[src/rtl/irqa_pkg.sv]
package irqa_pkg;

  localparam int REG_ADDR_W = 2;
  localparam int REG_DATA_W = 32;

  typedef enum logic [REG_ADDR_W-1:0] {
    SEL_STATUS = 2'd0,
    SEL_MASK   = 2'd1,
    SEL_ENABLE = 2'd2,
    SEL_NONE   = 2'd3
  } reg_sel_e;

  // source positions that software decodes
  localparam int SRC_ATA      = 0;
  localparam int SRC_CRIT     = 1;
  localparam int SRC_ERR      = 2;
  localparam int SRC_LINKERR  = 3;
  localparam int GLOBAL_EN_POS = 11;

  // all-ones value for an n-bit field inside a data word
  function automatic logic [REG_DATA_W-1:0] ones_of(input int n);
    logic [REG_DATA_W-1:0] v;
    v = '0;
    for (int i = 0; i < REG_DATA_W; i++) begin
      if (i < n) v[i] = 1'b1;
    end
    return v;
  endfunction

  // next value of one status bit
  function automatic logic stat_next(input logic cur, input logic clr, input logic set);
    return set | (cur & ~clr);
  endfunction

  // interrupt condition
  function automatic logic irq_cond(input logic en, input logic any_open);
    return en & any_open;
  endfunction

endpackage

[src/rtl/irqa_stat_cell.sv]
module irqa_stat_cell
  import irqa_pkg::*;
(
  input  logic clk,
  input  logic rst_n,
  input  logic clr_req,
  input  logic set_req,
  output logic q
);
  always_ff @(posedge clk or negedge rst_n) begin
    if (!rst_n) q <= 1'b0;
    else        q <= stat_next(q, clr_req, set_req);
  end
endmodule

[src/rtl/irqa_stat_bank.sv]
module irqa_stat_bank #(
  parameter int NUM_SRC = 12
) (
  input  logic               clk,
  input  logic               rst_n,
  input  logic               wr_stat,
  input  logic [NUM_SRC-1:0] wr_bits,
  input  logic [NUM_SRC-1:0] evt,
  output logic [NUM_SRC-1:0] stat
);
  logic [NUM_SRC-1:0] clr_vec;

  // a bit written as zero requests a clear
  assign clr_vec = {NUM_SRC{wr_stat}} & ~wr_bits;

  for (genvar k = 0; k < NUM_SRC; k++) begin : g_cell
    irqa_stat_cell u_cell (
      .clk     (clk),
      .rst_n   (rst_n),
      .clr_req (clr_vec[k]),
      .set_req (evt[k]),
      .q       (stat[k])
    );
  end
endmodule

[src/rtl/irqa_cfg_regs.sv]
module irqa_cfg_regs #(
  parameter int NUM_SRC = 12
) (
  input  logic               clk,
  input  logic               rst_n,
  input  logic               wr_mask,
  input  logic               wr_en,
  input  logic [NUM_SRC-1:0] mask_bits,
  input  logic               en_bit,
  output logic [NUM_SRC-1:0] mask,
  output logic               en
);
  always_ff @(posedge clk or negedge rst_n) begin
    if (!rst_n) begin
      mask <= '1;
      en   <= 1'b0;
    end else begin
      if (wr_mask) mask <= mask_bits;
      if (wr_en)   en   <= en_bit;
    end
  end
endmodule

[src/rtl/irqa_out_gate.sv]
module irqa_out_gate
  import irqa_pkg::*;
#(
  parameter int NUM_SRC = 12
) (
  input  logic [NUM_SRC-1:0] stat,
  input  logic [NUM_SRC-1:0] mask,
  input  logic               en,
  output logic [NUM_SRC-1:0] open_vec,
  output logic               irq
);
  assign open_vec = stat & ~mask;
  assign irq      = irq_cond(en, |open_vec);
endmodule

[src/rtl/link_irq_agg.sv]
module link_irq_agg
  import irqa_pkg::*;
#(
  parameter int NUM_SRC = 12
) (
  input  logic                  clk,
  input  logic                  rst_n,
  input  logic [NUM_SRC-1:0]    evt_i,
  input  logic                  reg_we_i,
  input  logic [REG_ADDR_W-1:0] reg_addr_i,
  input  logic [REG_DATA_W-1:0] reg_wdata_i,
  output logic [REG_DATA_W-1:0] reg_rdata_o,
  output logic                  irq_o
);
  localparam logic [REG_DATA_W-1:0] SRC_FIELD = ones_of(NUM_SRC);

  reg_sel_e           sel;
  logic               stat_wr;
  logic               mask_wr;
  logic               en_wr;
  logic [NUM_SRC-1:0] stat_q;
  logic [NUM_SRC-1:0] mask_q;
  logic               en_q;
  logic [NUM_SRC-1:0] open_vec;

  assign sel     = reg_sel_e'(reg_addr_i);
  assign stat_wr = reg_we_i && (sel == SEL_STATUS);
  assign mask_wr = reg_we_i && (sel == SEL_MASK);
  assign en_wr   = reg_we_i && (sel == SEL_ENABLE);

  irqa_stat_bank #(.NUM_SRC(NUM_SRC)) u_stat (
    .clk     (clk),
    .rst_n   (rst_n),
    .wr_stat (stat_wr),
    .wr_bits (reg_wdata_i[NUM_SRC-1:0]),
    .evt     (evt_i),
    .stat    (stat_q)
  );

  irqa_cfg_regs #(.NUM_SRC(NUM_SRC)) u_cfg (
    .clk       (clk),
    .rst_n     (rst_n),
    .wr_mask   (mask_wr),
    .wr_en     (en_wr),
    .mask_bits (reg_wdata_i[NUM_SRC-1:0]),
    .en_bit    (reg_wdata_i[GLOBAL_EN_POS]),
    .mask      (mask_q),
    .en        (en_q)
  );

  irqa_out_gate #(.NUM_SRC(NUM_SRC)) u_gate (
    .stat     (stat_q),
    .mask     (mask_q),
    .en       (en_q),
    .open_vec (open_vec),
    .irq      (irq_o)
  );

  always_comb begin
    reg_rdata_o = '0;
    unique case (sel)
      SEL_STATUS: reg_rdata_o[NUM_SRC-1:0] = stat_q;
      SEL_MASK:   reg_rdata_o[NUM_SRC-1:0] = mask_q;
      SEL_ENABLE: reg_rdata_o[GLOBAL_EN_POS] = en_q;
      default:    reg_rdata_o = '0;
    endcase
    reg_rdata_o = reg_rdata_o & (SRC_FIELD | (REG_DATA_W'(1) << GLOBAL_EN_POS));
  end

endmodule

[config.mk]
export PLATFORM = sky130hd
export DESIGN_NAME = link_irq_agg
export DESIGN_NICKNAME = d
export VERILOG_FILES = /design/src/rtl/irqa_pkg.sv /design/src/rtl/irqa_stat_cell.sv /design/src/rtl/irqa_stat_bank.sv /design/src/rtl/irqa_cfg_regs.sv /design/src/rtl/irqa_out_gate.sv /design/src/rtl/link_irq_agg.sv
export SDC_FILE = /design/constraint.sdc
export NUM_CORES = 1
export LEC_CHECK = 0
export ABC_AREA = 1
export ABC_CLOCK_PERIOD_IN_PS = 1600
export BUFFER_PORTS_ARGS = -buffer_cell sky130_fd_sc_hd__clkbuf_2
export CORE_MARGIN = 2
export CORE_UTILIZATION = 47
export CTS_CLUSTER_DIAMETER = 60
export DETAILED_ROUTE_END_ITERATION = 8
export PLACE_DENSITY = 0.84
export SYNTH_ARGS = -nofsm -noshare
export SYNTH_HDL_FRONTEND = slang
export SYNTH_SLANG_ARGS = --single-unit
export TNS_END_PERCENT = 10
[constraint.sdc]
create_clock -name clk -period 1.6 [get_ports clk]
set_input_delay 0.16 -clock clk [delete_from_list [all_inputs] [get_ports clk]]
set_output_delay 0.16 -clock clk [all_outputs]
set_load 0.01 [all_outputs]
==> run metrics <==
status=finished, violations left; failing checks=negative setup slack; Peak VDD IR=roughly 0.40 mV; Psw=around 0.43 mW; clk_lat worst skew=roughly 0.31 ns; CTS clk-pin slew, worst paths=around 0.14 ns; Lkg Pwr=slightly above 0.9 nW; # IOs=just over 80; gr usage total=16.1%; register bit total from synthesis=25; Num CTS Buffers=3; Fillers=297; Bufs on Longest Clock Path=2; final period utilization=101%; Clk network pwr share=around 20%; count leader, synth=nand2_1; hold_ws=0.0224 ns; maximum clock rate=~600 MHz; # diodes=0; Worst EP arrival=~1.5 ns; Slew HR=around three fifths; top_reg_cell synth=dfrtp_1; Sw Ratio=31.0%; Core Footprint=around 0.003 mm^2; gr ovfl total=0; unrepaired setup endpoints after global routing=true; critical path fanouts, max=3; Mapped Cells=roughly 180; DRT iter0 DRCs=38; footprint of the multi-input gates=591 um^2; first-pass GRT wire length=4390 um; Cell Rows=20; Finish-stage setup viols=1; CTS sink count=25; largest net degree at the start of global routing=26; via count=1188; Placer Congestion=around 0.77; flop2flop setup slack=0.82 ns; max-slew violations=0; worst slew pin tran=approximately 0.61 ns; syn_area_per_cell=between 8 and 9 um^2; register area=641 um^2; critical path startpoint=u_cfg.mask[1]; sequential power share=54.5%; die height=59.9 um; Area Growth Syn to Fin=14.8%; Crit-path slowest cell=dfstp_2; power share of the combinational group=25.5%; die area=roughly 0.0036 mm^2; CP Cell Sequence=inv_2, nand2_1, o21ai_1, nor2_1, nand3_1, nand2_1, inv_1, clkbuf_2; leading post-synthesis cells by cell area=dfrtp_1, dfstp_2, nand2_1; Required @ worst endpoint=approximately 1.4 ns; vias in the first global route=between 1000 and 1500; worst r2r path cells=2; port bufs=slightly above 40; Hold Path Class=primary input to register; Die Width=roughly 60 um; CP dominant cell by count=nand2_1; Max-cap violations=0; Hold Vio Cnt, Final=0; initial core utilization=between 40% and 50%; initial antenna violation count=0; Setup crit end kind=output port; Setup Fix Bufs, Post-CTS=0; PwrDens=824 mW/mm^2; skew final=0 ns; Util after Layout=between 50% and 60%; crit path launch type=register; share of cells above drive strength 1=between 30% and 40%; Nets=280; Synth top area share=between 20% and 30%; root buffer cell=clkbuf_4; antenna viol nets, final=0; crit path kind=register to output port; EDFF count, synth=0; Worst Setup EP=irq_o; Synthesis Warnings=0; Final Critical Period=1.62 ns; worst reg2reg path startpoint=u_cfg.mask[9]; drc violations=0; library cells used by synthesis=21; drt pass-1 iters=4; post-DP HPWL=around 2000 um; CP max stage delay=0.55 ns; dominant cell type by area after synthesis=dfrtp_1; DR vias/cell=approximately 4.5; Int Pwr=roughly 0.96 mW; Synth top cells by count=nand2_1, inv_1, buf_4; area of the mapped netlist=between 0.001 and 0.0015 mm^2; DR WL/cell=approximately 10 um; ys async rst share=100%; reg-to-reg endpoint=u_cfg.mask[9]; H-tree levels=1; routed wire length=between 2000 and 3000 um; Final WS setup=-0.0227 ns; sequential share of the synthesized area=between 40 and 50%; CTS tree=built
## logic make-up after synthesis
logic type,count (synthesis),synth area share [%]
compound gates,36,15.2
flops,25,43.6
other cells,1,0.256
simple gates,68,19.9
buf+inv,53,21.0
## worst max-delay path, delay by kind of cell, from the launching register on
| family | cells | cell delay [ns] |
|---|---|---|
| compound gates | 1 | 0.06 |
| simple gates | 4 | 0.35 |
| flops | 1 | 0.55 |
| buf+inv | 3 | 0.19 |
## layout by cell type (no fill, tap or decap), drive strengths merged
cell type,n
a21oi,10
buf,2
clkbuf,44
clkinv,1
conb,20
dfrtp,13
dfstp,12
dlygate4sd3,6
inv,28
nand2,49
nand3,4
nor2,15
o211ai,1
o21ai,24
o21bai,1
## metrics by stage
| step | std cells | setup TNS [ns] | power, mW | area [um^2] | setup WS, ns |
|---|---|---|---|---|---|
| finish | 263 | -0.0227 | 1.39 | 1690 | -0.0227 |
| global route | 263 | -0.131 | 1.49 | 1690 | -0.131 |
| CTS | 263 | -0.0415 | 1.41 | 1690 | -0.0415 |
| detailed placement | 253 | 0 | 1.11 | 1600 | 0.245 |
| global placement | 253 | 0 | 1.10 | 1600 | 0.251 |
| floorplan | 202 | 0 | 1.02 | 1540 | 0.536 |
## state kept, by name (all words and copies together), names as in the netlist
register	count
u_cfg.en	1
u_cfg.mask	12
u_stat.g_cell.u_cell.q	12
## power groups by stage
stage	sequential, mW	combinational, mW	clock [mW]
final	0.757	0.354	0.278
after global placement	0.762	0.337	0
after detailed placement	0.767	0.344	0
after CTS	0.758	0.357	0.297
after floorplan	0.759	0.265	0
after global routing	0.763	0.406	0.316
## worst min path at each step
| stage | start | end | slack [ns] | cells past startpoint |
|---|---|---|---|---|
| 4_1_cts | evt_i[7] | u_stat.g_cell[7].u_cell.q | 0.009 | 3 |
| 5_1_grt | evt_i[6] | u_stat.g_cell[6].u_cell.q | 0.01 | 3 |
| 3_3_place_gp | rst_n | u_stat.g_cell[4].u_cell.q | 0.19 | 1 |
| 2_1_floorplan | rst_n | u_cfg.en | -0.14 | 0 |
| 3_5_place_dp | rst_n | u_stat.g_cell[5].u_cell.q | 0.20 | 1 |
| 6_report | evt_i[11] | u_stat.g_cell[11].u_cell.q | 0.02 | 3 |
## metal layers
| metal | global-route usage, % | up-vias | part of all wire, % |
|---|---|---|---|
| met2 | 27.8 | 41 | 50 |
| met1 | 20.6 | 529 | 45 |
| met5 | 0 | - | 0 |
| met4 | 5.71 | 0 | 0.58 |
| met3 | 2.16 | 2 | 4.6 |
| li1 | - | 616 | - |
## final cells by class
type	instances	area share, %
Clock buffer	3	1.34
Multi-Input combinational cell	124	35.0
Clock inverter	1	0.297
Sequential cell	25	38.0
Timing Repair Buffer	49	16.6
Inverter	28	6.24
Tap cell	33	2.45
## what timing repair did
item / CTS / global route
setup endpoints to repair: 1 / 1
pin swaps: 3 / 0
hold buffers: 6 / 0
endpoints found under the hold margin: 18 / 0
gates resized for setup: 3 / 0
(Power assumes the default switching activity.)
